[src/rtl/lic_timer_pkg.sv]
package lic_timer_pkg;
    typedef enum logic [0:0] {ST_IDLE, ST_RUN} run_state_e;

    localparam int          ENTRY_W   = 32;
    localparam int          VEC_W     = 8;
    localparam int          MASK_BIT  = 16;
    localparam int          PER_BIT   = 17;
    localparam int          SHIFT_W   = 3;
    localparam logic [31:0] ENTRY_KEEP  = 32'h0003_10FF;
    localparam logic [31:0] ENTRY_RESET = 32'h0001_0000;

    // divider code from bits {3,1,0}; period exponent wraps modulo 8
    function automatic logic [SHIFT_W-1:0] div_shift(input logic [3:0] cfg);
        logic [SHIFT_W-1:0] code;
        code = {cfg[3], cfg[1], cfg[0]};
        return code + 3'd1;
    endfunction
endpackage

[src/rtl/lic_timer_presc.sv]
module lic_timer_presc
    import lic_timer_pkg::*;
#(
    parameter int SHW = SHIFT_W
) (
    input  logic           clk,
    input  logic           rst_n,
    input  logic           restart,
    input  logic           run,
    input  logic [SHW-1:0] shift_cfg,
    output logic           tick
);
    localparam int PRE_W = (1 << SHW) - 1;

    logic [SHW-1:0]  shift_act;
    logic [PRE_W-1:0] pre_cnt;
    logic [PRE_W:0]   span;
    logic [PRE_W-1:0] limit;

    always_comb begin
        span  = (PRE_W+1)'(1) << shift_act;
        limit = PRE_W'(span - 1'b1);
        tick  = run && (pre_cnt == limit);
    end

    // new setting is only adopted at a period boundary or on restart
    always_ff @(posedge clk or negedge rst_n) begin
        if (!rst_n) begin
            pre_cnt   <= '0;
            shift_act <= '0;
        end else if (restart || tick) begin
            pre_cnt   <= '0;
            shift_act <= shift_cfg;
        end else if (run) begin
            pre_cnt   <= pre_cnt + 1'b1;
        end else begin
            pre_cnt   <= '0;
        end
    end


    shift_hold_chk: assert property (@(posedge clk) disable iff (!rst_n)
        (!restart && !tick) |=> $stable(shift_act));
endmodule

[src/rtl/lic_timer_core.sv]
module lic_timer_core
    import lic_timer_pkg::*;
#(
    parameter int CNT_W = 32
) (
    input  logic             clk,
    input  logic             rst_n,
    input  logic             load,
    input  logic [CNT_W-1:0] load_val,
    input  logic             tick,
    input  logic             periodic,
    output logic             run,
    output logic             expire,
    output logic [CNT_W-1:0] ccnt
);
    localparam logic [CNT_W-1:0] ONE = CNT_W'(1);

    run_state_e       state_q, state_d;
    logic [CNT_W-1:0] icnt_q;
    logic             last_step;

    assign last_step = (state_q == ST_RUN) && tick && (ccnt == ONE);

    always_comb begin
        state_d = state_q;
        unique case (state_q)
            ST_IDLE: if (load && load_val != '0) state_d = ST_RUN;
            ST_RUN: begin
                if (load)                        state_d = (load_val != '0) ? ST_RUN : ST_IDLE;
                else if (last_step && !periodic) state_d = ST_IDLE;
            end
            default: state_d = ST_IDLE;
        endcase
    end

    always_ff @(posedge clk or negedge rst_n) begin
        if (!rst_n) state_q <= ST_IDLE;
        else        state_q <= state_d;
    end

    always_comb begin
        run    = (state_q == ST_RUN);
        expire = last_step && !load;
    end

    always_ff @(posedge clk or negedge rst_n) begin
        if (!rst_n) begin
            icnt_q <= '0;
            ccnt   <= '0;
        end else if (load) begin
            icnt_q <= load_val;
            ccnt   <= load_val;
        end else if (run && tick) begin
            if (ccnt == ONE) ccnt <= periodic ? icnt_q : '0;
            else             ccnt <= ccnt - 1'b1;
        end
    end


    zero_load_chk: assert property (@(posedge clk) disable iff (!rst_n)
        (load && load_val == '0) |=> (!run && ccnt == '0));

    dec_step_chk: assert property (@(posedge clk) disable iff (!rst_n)
        (run && tick && !load && ccnt > ONE) |=> (ccnt == $past(ccnt) - 1'b1));

    idle_zero_chk: assert property (@(posedge clk) disable iff (!rst_n)
        !run |-> (ccnt == '0));

    reload_chk: assert property (@(posedge clk) disable iff (!rst_n)
        (expire && periodic) |=> (ccnt == icnt_q && run));
endmodule

[src/rtl/lic_timer_irq.sv]
module lic_timer_irq
    import lic_timer_pkg::*;
#(
    parameter int OVF_W = 4
) (
    input  logic             clk,
    input  logic             rst_n,
    input  logic             expire,
    input  logic             allow,
    input  logic [VEC_W-1:0] vec,
    input  logic             ack,
    output logic             pend,
    output logic [VEC_W-1:0] vec_q
);
    localparam logic [OVF_W-1:0] OVF_MAX = {OVF_W{1'b1}};

    logic [OVF_W-1:0] ovf;
    logic             raise, ack_eff;

    assign raise   = expire && allow;
    assign ack_eff = ack && pend;

    always_ff @(posedge clk or negedge rst_n) begin
        if (!rst_n) begin
            pend  <= 1'b0;
            ovf   <= '0;
            vec_q <= '0;
        end else begin
            unique case ({ack_eff, raise})
                2'b11: if (ovf == '0) vec_q <= vec;
                2'b10: begin
                    if (ovf != '0) ovf  <= ovf - 1'b1;
                    else           pend <= 1'b0;
                end
                2'b01: begin
                    if (pend) begin
                        if (ovf != OVF_MAX) ovf <= ovf + 1'b1;
                    end else begin
                        pend  <= 1'b1;
                        vec_q <= vec;
                    end
                end
                default: ;
            endcase
        end
    end


    ovf_needs_pend_chk: assert property (@(posedge clk) disable iff (!rst_n)
        (ovf != '0) |-> pend);

    last_ack_drop_chk: assert property (@(posedge clk) disable iff (!rst_n)
        (ack && pend && ovf == '0 && !raise) |=> !pend);

    raise_chk: assert property (@(posedge clk) disable iff (!rst_n)
        raise |=> pend);
endmodule

[src/rtl/lic_timer.sv]
module lic_timer
    import lic_timer_pkg::*;
#(
    parameter int CNT_W = 32,
    parameter int OVF_W = 4
) (
    input  logic               clk,
    input  logic               rst_n,
    input  logic [CNT_W-1:0]   wr_data,
    input  logic               icnt_wr,
    input  logic               div_wr,
    input  logic               lvt_wr,
    input  logic               en_wr,
    input  logic               irq_ack,
    output logic [CNT_W-1:0]   ccnt_rd,
    output logic [ENTRY_W-1:0] lvt_rd,
    output logic               irq_req,
    output logic [VEC_W-1:0]   irq_vec
);
    logic [ENTRY_W-1:0] entry_q;
    logic [ENTRY_W-1:0] wr_entry;
    logic [SHIFT_W-1:0] shift_cfg;
    logic               enabled;
    logic               tick, run, expire;

    assign wr_entry = ENTRY_W'(wr_data);

    always_ff @(posedge clk or negedge rst_n) begin
        if (!rst_n) begin
            entry_q   <= ENTRY_RESET;
            enabled   <= 1'b0;
            shift_cfg <= div_shift(4'h0);
        end else begin
            if (div_wr) shift_cfg <= div_shift(wr_data[3:0]);
            if (lvt_wr) begin
                entry_q           <= wr_entry & ENTRY_KEEP;
                entry_q[MASK_BIT] <= wr_entry[MASK_BIT] | ~enabled;
            end
            if (en_wr) begin
                enabled <= wr_data[0];
                if (!wr_data[0]) entry_q[MASK_BIT] <= 1'b1;
            end
        end
    end

    lic_timer_presc #(.SHW(SHIFT_W)) presc_i (
        .clk(clk), .rst_n(rst_n), .restart(icnt_wr), .run(run),
        .shift_cfg(shift_cfg), .tick(tick)
    );

    lic_timer_core #(.CNT_W(CNT_W)) core_i (
        .clk(clk), .rst_n(rst_n), .load(icnt_wr), .load_val(wr_data),
        .tick(tick), .periodic(entry_q[PER_BIT]), .run(run),
        .expire(expire), .ccnt(ccnt_rd)
    );

    lic_timer_irq #(.OVF_W(OVF_W)) irq_i (
        .clk(clk), .rst_n(rst_n), .expire(expire),
        .allow(enabled && !entry_q[MASK_BIT]), .vec(entry_q[VEC_W-1:0]),
        .ack(irq_ack), .pend(irq_req), .vec_q(irq_vec)
    );

    assign lvt_rd = entry_q;


    dis_entry_mask_chk: assert property (@(posedge clk) disable iff (!rst_n)
        (!enabled && lvt_wr) |=> lvt_rd[MASK_BIT]);

    gated_no_req_chk: assert property (@(posedge clk) disable iff (!rst_n)
        (expire && (!enabled || entry_q[MASK_BIT]) && !irq_req) |=> !irq_req);
endmodule

[config.mk]
export PLATFORM = sky130hd
export DESIGN_NAME = lic_timer
export DESIGN_NICKNAME = d
export VERILOG_FILES = /design/src/rtl/lic_timer_pkg.sv /design/src/rtl/lic_timer_presc.sv /design/src/rtl/lic_timer_core.sv /design/src/rtl/lic_timer_irq.sv /design/src/rtl/lic_timer.sv
export SDC_FILE = /design/constraint.sdc
export NUM_CORES = 1
export LEC_CHECK = 0
export BUFFER_PORTS_ARGS = -buffer_cell sky130_fd_sc_hd__buf_2
export CORE_UTILIZATION = 55
export CTS_BUF_LIST = sky130_fd_sc_hd__clkbuf_4 sky130_fd_sc_hd__clkbuf_8
export CTS_CLUSTER_SIZE = 24
export DETAILED_ROUTE_END_ITERATION = 16
export GPL_ROUTABILITY_DRIVEN = 0
export PLACE_DENSITY = 0.82
export SETUP_SLACK_MARGIN = 0.5
export SLEW_MARGIN = 20
export SYNTH_ARGS = -nofsm -noshare
export SYNTH_HDL_FRONTEND = slang
export SYNTH_SLANG_ARGS = --single-unit
[constraint.sdc]
create_clock -name clk -period 4.3 [get_ports clk]
set_input_delay 0.215 -clock clk [delete_from_list [all_inputs] [get_ports clk]]
set_output_delay 0.215 -clock clk [all_outputs]
set_load 0.03 [all_outputs]
# --- After elaboration in Yosys (flattened, before gate mapping) ---
# Index checks and enable logic that the tools add are counted.
totals:
  register_bits: 103
classes:
  n_addsub: 6
  eq_ne: 12
  shift: 1
  n_mux: 23
  n_bitwise: 3
  reduce_logical: 22
ops:
  columns: ["operator", "count"]
  rows:
  - ["$mux W32", 4]
  - ["$eq A32 B1 Y1 const B", 1]
  - ["$reduce_bool A32 Y1", 1]
  - ["$sub A32 B1 Y32 const B", 1]
  - ["$mux W17", 1]
  - ["$mux W8", 2]
  - ["$pmux W8 S2", 1]
  - ["$mux W7", 2]
  - ["$mux W4", 3]
  - ["$logic_and A1 B1 Y1", 9]
  - ["$ne A2 B1 Y1 const B", 4]
  - ["$pmux W4 S2", 1]
  - ["$add A7 B1 Y7 const B", 1]
  - ["$eq A7 B7 Y1", 1]
  - ["$mux W1", 7]
  - ["$shl A1 B3 Y7 const A", 1]
  - ["$sub A7 B1 Y7 const B", 1]
  - ["$reduce_bool A2 Y1", 3]
  - ["$add A4 B1 Y4 const B", 1]
  - ["$eq A2 B2 Y1 const B", 2]
  - ["$logic_not A4 Y1", 1]
  - ["$ne A2 B2 Y1 const B", 2]
  - ["$ne A4 B4 Y1 const B", 1]
  - ["$pmux W1 S2", 2]
  - ["other kinds (11)", 14]

# --- Logic depth before layout (Yosys ltp) ---
# Gate-level depths: netlist (run 1).
logic_depth:
  ltp_word: 11
  ltp_mapped: 13
  ltp_nobuf: 13

# --- Hierarchy ---
# From an unflattened synthesis (run 1), not the netlist that was laid out.
hier_totals:
  hier_cells: 578
  hier_area_um2: 5947.0
by_module_without_submodules:
  columns: ["module", "instances", "cells_each", "area_each_um2", "seq_area_each_um2"]
  rows:
  - ["lic_timer_core", 1, 393, 3839.9, 1626.6]
  - ["lic_timer", 1, 61, 793.3, 377.9]
  - ["lic_timer_presc", 1, 71, 673.1, 250.2]
  - ["lic_timer_irq", 1, 53, 640.6, 325.3]

# --- Least setup slack after synthesis (run 1) ---
# No wires, ideal clock.
synth_timing:
  path_kind: "flip-flop to flip-flop"
  from: "reg core_i.ccnt[0]"
  to: "reg irq_i.ovf[2]"
  arrival_ns: 3.202
  t_required_ns: 4.180
  path_slack_ns: 0.978
  stages_incl_launch_ff: 13
  n_path_buf: 0
  synth_period_minus_slack_ns: 3.322
  cell_sequence: "dfrtp_1 -> ha_1 -> or4b_4 -> or3b_1 -> or2_1 -> nor4_4 -> nand2_1 -> xor2_1 -> ha_1 -> nor2_1 -> xnor2_1 -> or3_1 -> o211a_1"
synth_between:
  elab_chain_len: 7
  word_cells_on_any_way: 12
synth_lines:
  columns: ["item", "line", "source"]
  rows:
  - ["start: declaration", "lic_timer_core.sv:14", "output logic [CNT_W-1:0] ccnt"]
  - ["start signal: assignment", "lic_timer_core.sv:52", "ccnt <= load_val;"]
  - ["start signal: assignment", "lic_timer_core.sv:54", "if (ccnt == ONE) ccnt <= periodic ? icnt_q : '0;"]
  - ["start signal: assignment", "lic_timer_core.sv:55", "else ccnt <= ccnt - 1'b1;"]
  - ["$eq A32 B1 Y1 (*)", "lic_timer_core.sv:22", "assign last_step = (state_q == ST_RUN) && tick && (ccnt == ONE);"]
  - ["$logic_and A1 B1 Y1 (*)", "lic_timer_core.sv:22", null]
  - ["$logic_and A1 B1 Y1 (*)", "lic_timer_core.sv:43", "expire = last_step && !load;"]
  - ["$logic_and A1 B1 Y1 (*)", "lic_timer_irq.sv:20", "assign raise = expire && allow;"]
  - ["$eq A2 B1 Y1 / $eq A2 B2 Y1 (equally long branches)", "lic_timer_irq.sv:29", "unique case ({ack_eff, raise})"]
  - ["$ne A2 B1 Y1 (no source line) / $reduce_bool A2 Y1 (equally long branches)", null, null]
  - ["$reduce_and A4 Y1 (no source line)", null, null]
  - ["end signal: assignment", "lic_timer_irq.sv:32", "if (ovf != '0) ovf <= ovf - 1'b1;"]
  - ["end signal: assignment", "lic_timer_irq.sv:37", "if (ovf != OVF_MAX) ovf <= ovf + 1'b1;"]
  - ["end: declaration", "lic_timer_irq.sv:17", "logic [OVF_W-1:0] ovf;"]
# Every way passes the cells marked *; elsewhere a longest branch is shown, timed or not.
# A chain may end at the register's enable or synchronous reset.

# --- Worst setup path after layout (run 1) ---
layout_timing:
  from: "reg core_i.ccnt[6]"
  to: "reg irq_i.ovf[2]"
# The elaborated chain is that of the path after synthesis.

==> out/summary.log, run 1 <==
qor: critical_path.critical_path.max_stage_delay 500 ps
qor: cts.cts_inserted_buffers 9
qor: cts.cts.repair_timing.setup_buffer_count 0
qor: synthesis.synth.cells.most_frequent dfrtp_1, o21ai_0, nand2_1
qor: critical_path.class_of_the_most_critical_setup_path flip-flop to flip-flop
qor: critical_path.path_delay_family simple AND/OR/NAND/NOR gates
qor: power.netSwitchingPower 745.6 uW
qor: critical_path.critPathRequiredTime 4570 ps
qor: timing.final.min_clock_period 3443 ps
qor: timing.worst_hold_slack 61.11 ps
qor: min_path.hold_class input port to flip-flop
qor: cts.clock_tree_root_buffer_cell clkbuf_8
qor: cells_and_area.post_layout_nonfiller_instances 804
qor: job.max-cap-violations 0
qor: floorplan.fp.dieH 103.4 um
qor: timing.finalHoldViolations 0
qor: drt.drc_errors 0
qor: cts.cts_htree_levels 3
qor: cts.cts_tree built
qor: cells_and_area.seq_cell_area 2580 um^2
qor: timing.unrepaired_setup_endpoints_after_global_routing no
qor: power.p_sw_frac 0.3414
qor: placed_design.dp_hpwl 10.20 mm
qor: global_route.groute.usage.overall 0.2929
qor: timing.report.final.slew_viol_count 0
qor: floorplan.floorplan.io_pins 112
qor: timing.timing.max_slew.rel_slack 0.4675
qor: synthesis.register_bit_total_from_synthesis 103
qor: synthesis.synth_top_cell_area_share 0.4471
qor: power.leakage 0.002861 uW
qor: floorplan.die_outline_width 103.4 um
qor: drt.number_of_vias_after_detailed_routing 4967
qor: drt.antenna_violating_nets_post_route 0
qor: power.vdd.ir_drop.worst 0.0002304 V
qor: cells_and_area.n_fill_cell 808
qor: synthesis.synth_flop_cell dfrtp_1
qor: cells_and_area.area_growth_syn_to_layout 11.42%
qor: timing.fmaxAchievable 290.5 MHz
qor: global_route.grt_pass1_vias 4771
qor: floorplan.coreArea 9864 um^2
qor: power.internal_power 1438 uW
qor: critical_path.endpoint_kind flip-flop
qor: global_route.grt_max_degree 80
qor: cells_and_area.drive_gt1_frac 0.2340
qor: critical_path.cp_data_arrival_time 3710 ps
qor: synthesis.synth.largest_area_cell dfrtp_1
qor: global_route.wire_length_of_the_first_global_routing_pass 23.78 mm
qor: drt.post_drt_via_cell_ratio 6.178
qor: power.p_seq_frac 0.528
qor: synthesis.netlist_area 5653 um^2
qor: critical_path.worst-path-buf-inv 0
qor: synthesis.ys_warn_count 0
qor: run_status.run_status complete, no violations
qor: synthesis.synth_async_sr_flop_share 1.000
qor: placed_design.placed_cells_incl_taps 787
qor: global_route.initial_antenna_violation_count 0
qor: synthesis.syn_avg_cell_area 9.565 um^2
qor: placed_design.io_buffer_count 90
qor: cts.clock_tree.buffer_depth 2
qor: timing.worst_slack 857.2 ps
qor: timing.tightest_slew 798.7 ps
qor: critical_path.startpoint_type flip-flop
qor: timing.period_share 0.8006
qor: drt.detail_route.wl_per_cell 18.17 um
qor: floorplan.die-area 10690 um^2
qor: cells_and_area.final_core_util 0.6385
qor: critical_path.crit_fanout 7
qor: synthesis.yosysMostFrequentCell dfrtp_1
qor: cells_and_area.antenna_cells_inserted 0
qor: cells_and_area.final_nets 712
qor: timing.fin_worst_skew 16.58 ps
qor: global_route.overflow 0
qor: cts.clock_insertion_delay_worst_skew 380 ps
qor: cts.clock_sink_count 103
qor: critical_path.cell_breakdown_of_the_critical_path nor4_2 > nand4_1 > or2_0 > nor4_4 > nand2_1 > xor2_1 > ha_1 > nor2_1 > xnor2_1 > or3_1 > o211a_1
qor: drt.drt-total-wl 14.61 mm
qor: floorplan.initial_utilization 0.5731
qor: power.pwr-share-clk 0.253
qor: drt.drtPass1Iterations 5
qor: timing.fin_setup_tns 0 ps
qor: timing.setup_viol 0
qor: floorplan.rows 36
qor: synthesis.edff_count_synth 0
qor: synthesis.yosysUniqueCellTypes 66
qor: cells_and_area.multi_input_comb_area 2788 um^2
qor: synthesis.synth-seq-area-share 0.4564
qor: critical_path.slowest_stage nor4_4
qor: placed_design.pre_cts_slack 886.3 ps
qor: cts.cts.reportedPaths.clkPinSlew 90 ps
qor: power.pwr_density_cell 346.7 nW/um^2
qor: drt.drtIter0Drc 332
qor: synthesis.syn_inst 591
qor: synthesis.synthTopCellsByArea dfrtp_1, mux2_2, o21ai_0, buf_4, nand2_1
qor: power.power_frac_comb 0.219
## stage by stage
| stage | cell area, um^2 | power (uW) |
|---|---|---|
| finish | 6299 | 2184 |
| global route | 6299 | 2282 |
| floorplan | 5728 | 1487 |
| CTS | 6275 | 2180 |
| global placement | 6108 | 1621 |
| detailed placement | 6108 | 1640 |
## registers in the layout, indices dropped and copies added, names as in the netlist
name	count
core_i.ccnt	32
core_i.icnt_q	32
enabled	1
irq_i.ovf	4
irq_i.pend	1
presc_i.shift_act	3
irq_i.vec_q	8
core_i.run	1
shift_cfg	3
presc_i.pre_cnt	7
lvt_rd	11
## worst paths after layout
path / from / to / slack [ps] / cells past startpoint
max in group asynchronous: rst_n / lvt_rd[16]$_DFF_PN1_ / 2980 / 3
min in group asynchronous: rst_n / core_i.ccnt[15]$_DFFE_PN0P_ / 430 / 2
min: div_wr / shift_cfg[2]$_DFFE_PN0P_ / 60 / 2
min reg2reg: core_i.icnt_q[16]$_DFFE_PN0P_ / core_i.icnt_q[16]$_DFFE_PN0P_ / 480 / 1
max: core_i.ccnt[6]$_DFFE_PN0P_ / irq_i.ovf[2]$_DFFE_PN0P_ / 860 / 11
max reg2reg: core_i.ccnt[6]$_DFFE_PN0P_ / irq_i.ovf[2]$_DFFE_PN0P_ / 860 / 11
## cell type report
type / count / share of cell area
clock inverter: 5 / 0.004370
clock buffer: 11 / 0.02205
timing repair buffer: 98 / 0.08244
sequential: 103 / 0.4096
multi-input combinational: 433 / 0.4426
tap: 133 / 0.02642
inverter: 21 / 0.01251
## placed cells by master (no fill, tap or decap), types with 5 or more instances in the layout
cell type	instances
nor4_1	14
xor2_1	7
nand2_1	44
nand4_1	6
nor2_1	38
o22ai_1	5
a21oi_1	32
and2_1	11
conb_1	21
xnor2_1	10
or3_1	9
nor3_1	24
mux2_1	8
or2_2	5
a221oi_1	9
buf_2	89
a21o_1	10
buf_4	7
mux2_2	26
clkbuf_8	9
o21ai_0	56
ha_1	7
dfrtp_1	101
a31oi_1	7
inv_1	21
nand3_1	6
## power groups by stage
| stage | sequential, uW | combinational [uW] | clock [uW] |
|---|---|---|---|
| 6_report | 1150 | 478 | 553 |
| 5_1_grt | 1170 | 520 | 596 |
| 4_1_cts | 1150 | 474 | 556 |
| 3_5_place_dp | 1170 | 471 | 0 |
| 3_3_place_gp | 1160 | 463 | 0 |
| 2_1_floorplan | 1230 | 260 | 0 |
## cells by family after synthesis
logic type | synth area share
fa+ha+maj | 0.01549
mux | 0.07747
compound gates | 0.1766
buf+inv | 0.06640
simple gates | 0.1806
other cells | 0.0006634
flops | 0.4564
xor+xnor | 0.02634
## repair_timing
action | in CTS | in global routing
endpoints found under the hold margin | 0 | 78
gates resized for setup | 0 | 1
hold buffers | 0 | 1
endpoints found under the setup margin | 0 | 1
## layer usage
metal | GRT usage | vias to the layer above | routed length (um)
met5 | 0 | - | 0
met4 | 0.1181 | 0 | 357
met3 | 0.05645 | 39 | 1148
met2 | 0.4702 | 260 | 6980
met1 | 0.3923 | 2415 | 6122
li1 | - | 2253 | -
Power figures use the tool's default switching activity.
==> run 2, diff against run 1 <==
==> constraint.sdc (replaced) <==
create_clock -name clk -period 3.45 [get_ports clk]
set_input_delay 0.1725 -clock clk [delete_from_list [all_inputs] [get_ports clk]]
set_output_delay 0.1725 -clock clk [all_outputs]
set_load 0.03 [all_outputs]
==> out/summary.log, run 2 (synthesis results as in run 1) <==
qor: drt.met3WireLength 1.268 mm [+10%]
qor: floorplan.floorplan.io_pins 112 [unchanged]
qor: timing.fin_worst_skew 15.19 ps [-1.389 ps]
qor: drt.number_of_vias_after_detailed_routing 4999 [+0.64%]
qor: cts.cts_tree built
qor: critical_path.crit_fanout 4 [-3]
qor: timing.tightest_slew 872.7 ps [+73.93 ps]
qor: power.p_seq_frac 0.505 [-0.023]
qor: cells_and_area.layout_common_cells dfrtp_1, buf_2, o21ai_0, nand2_1, nor2_1
qor: global_route.grt_pass1_vias 4940 [+3.5%]
qor: power.p_sw_frac 0.3265 [-0.01489]
qor: min_path.hold_class input port to flip-flop
qor: cts.clock_insertion_delay_worst_skew 380 ps [about the same]
qor: cells_and_area.final_nets 724 [+1.7%]
qor: global_route.initial_antenna_violation_count 0 [unchanged]
qor: cts.cts_htree_levels 3 [unchanged]
qor: run_status.run_status complete, no violations
qor: drt.detail_route.wl_per_cell 18.22 um [+0.28%]
qor: floorplan.die_outline_width 103.4 um [unchanged]
qor: drt.detailroute.wirelength.met2 7.292 mm [+4.5%]
qor: drt.maxUsedRoutingLayer met4
qor: critical_path.cp_data_arrival_time 3320 ps [-390 ps]
qor: timing.unrepaired_setup_endpoints_after_global_routing yes
qor: floorplan.coreArea 9864 um^2 [unchanged]
qor: timing.setup_viol 0 [unchanged]
qor: drt.detail_route.wirelength.met1 5.913 mm [-3.4%]
qor: cells_and_area.drive_gt1_frac 0.2606 [+0.02664]
qor: cells_and_area.antenna_cells_inserted 0 [unchanged]
qor: power.pwr_density_cell 441.4 nW/um^2 [+27%]
qor: cells_and_area.post_layout_nonfiller_instances 816 [+1.5%]
qor: timing.period_share 0.8834 [+0.08273]
qor: drt.post_drt_via_cell_ratio 6.126 [-0.84%]
qor: power.internal_power 1917 uW [+33%]
qor: power.netSwitchingPower 929.5 uW [+25%]
qor: cts.clock_tree.buffer_depth 2 [unchanged]
qor: cells_and_area.area_growth_syn_to_layout 14.10%
qor: placed_design.pre_cts_slack 357.7 ps [-528.6 ps]
qor: cells_and_area.mostFrequentLayoutCell dfrtp_1
qor: drt.drc_errors 0 [unchanged]
qor: cts.clock_sink_count 103 [unchanged]
qor: critical_path.critPathRequiredTime 3720 ps [-850 ps]
qor: timing.fmaxAchievable 328.1 MHz [+13%]
qor: cts.cts_inserted_buffers 9 [unchanged]
qor: placed_design.placed_cells_incl_taps 796 [+1.1%]
qor: placed_design.dp_hpwl 10.40 mm [+1.9%]
qor: floorplan.fp.dieH 103.4 um [unchanged]
qor: global_route.grt_max_degree 48 [-40%]
qor: global_route.groute.usage.overall 0.3011 [+0.008216]
qor: power.vdd.ir_drop.worst 0.0002460 V [+6.8%]
qor: critical_path.class_of_the_most_critical_setup_path flip-flop to flip-flop
qor: placed_design.io_buffer_count 90 [unchanged]
qor: timing.report.final.slew_viol_count 0 [unchanged]
qor: cts.cts.reportedPaths.clkPinSlew 100 ps [about the same]
qor: global_route.overflow 0 [unchanged]
qor: timing.worst_slack 402.4 ps [-454.9 ps]
qor: cts.clock_tree_root_buffer_cell clkbuf_8
qor: timing.final.min_clock_period 3048 ps [-395.1 ps]
qor: timing.fin_setup_tns 0 ps [unchanged]
qor: floorplan.die-area 10690 um^2 [unchanged]
qor: cells_and_area.final_core_util 0.6539 [+0.01535]
qor: critical_path.startpoint_type flip-flop
qor: drt.drtIter0Drc 391 [+18%]
qor: timing.finalHoldViolations 0 [unchanged]
qor: drt.antenna_violating_nets_post_route 0 [unchanged]
qor: job.max-cap-violations 0 [unchanged]
qor: critical_path.endpoint_kind flip-flop
qor: timing.timing.max_slew.rel_slack 0.4182 [-0.04929]
qor: power.power_frac_comb 0.214 [-0.005]
qor: global_route.wire_length_of_the_first_global_routing_pass 24.29 mm [+2.2%]
qor: cells_and_area.n_fill_cell 794 [-1.7%]
qor: floorplan.rows 36 [unchanged]
qor: drt.drt-total-wl 14.87 mm [+1.8%]
qor: power.pwr-share-clk 0.282 [+0.029]
qor: drt.drtPass1Iterations 6 [+1]
qor: floorplan.initial_utilization 0.5731 [unchanged]
qor: power.leakage 0.002937 uW [+2.6%]
==> run 2: cell types whose count changed in the layout (fill, tap and decap cells not counted), sizes merged <==
| cell | delta |
|---|---|
| buf | +11 |
| bufinv | +1 |
| clkinv | -3 |
| dlygate4sd3 | +1 |
| clkbuf | +2 |
==> run 2: worst max-delay path: stages (launching register included) <==
cell and delay, ps:
dfrtp_2 430, inv_2 60, ha_1 120, or4b_4 470
or3b_1 380, or2_1 250, nor4_4 150, nand2_1 100
xor2_1 160, ha_2 220, nor2_2 50, xnor2_1 110
or3_1 320, o211a_1 120
==> run 2: layout make-up <==
cell class	count	area [um^2]	area share
clock inverter	3	42.54	0.006596
inverter	21	78.83	0.01222
timing repair buffer	110	608.1	0.09428
sequential	103	2582	0.4004
multi-input combinational	433	2805	0.4349
clock buffer	13	166.4	0.02580
tap	133	166.4	0.02580
==> run 2: worst paths after layout <==
| path | cells after the start | endpoint | startpoint | slack [ps] |
|---|---|---|---|---|
| max | 13 | irq_i.ovf[2]$_DFFE_PN0P_ | core_i.ccnt[1]$_DFFE_PN0P_ | 400 |
| min in group asynchronous | 2 | core_i.icnt_q[13]$_DFFE_PN0P_ | rst_n | 350 |
| max reg2reg | 13 | irq_i.ovf[2]$_DFFE_PN0P_ | core_i.ccnt[1]$_DFFE_PN0P_ | 400 |
| min reg2reg | 1 | core_i.icnt_q[16]$_DFFE_PN0P_ | core_i.icnt_q[16]$_DFFE_PN0P_ | 480 |
| max in group asynchronous | 3 | presc_i.pre_cnt[2]$_DFF_PN0_ | rst_n | 2180 |
| min | 2 | shift_cfg[2]$_DFFE_PN0P_ | div_wr | 20 |
==> run 2: metrics by stage <==
step	hold WS [ps]	total power (uW)	instance area (um^2)
finish	19.00	2847	6450
global route	23.99	2985	6450
detailed placement	226.7	2052	6183
CTS	2.670	2852	6420
global placement	216.1	2026	6183
floorplan	-123.1	1854	5736
==> run 2: power by group through the flow <==
stage                     logic, uW  clock network [uW]  registers, uW
after floorplan                 324                   0           1530
after detailed placement        596                   0           1460
after CTS                       605                 815           1430
after global placement          579                   0           1450
after global routing            663                 869           1450
final                           608                 802           1440
==> run 2: per-layer routing <==
metal	GRT usage	vias up
met4	0.1614	0
met5	0	-
li1	-	2274
met2	0.4840	258
met1	0.3819	2426
met3	0.06519	41
==> run 2: repair_timing <==
item / in CTS / in global routing
endpoints found under the hold margin: 44 / 0
buffers inserted: 1 / 1
pin swaps: 1 / 0
hold buffers: 2 / 0
setup endpoints to repair: 9 / 23
gates resized for setup: 0 / 6
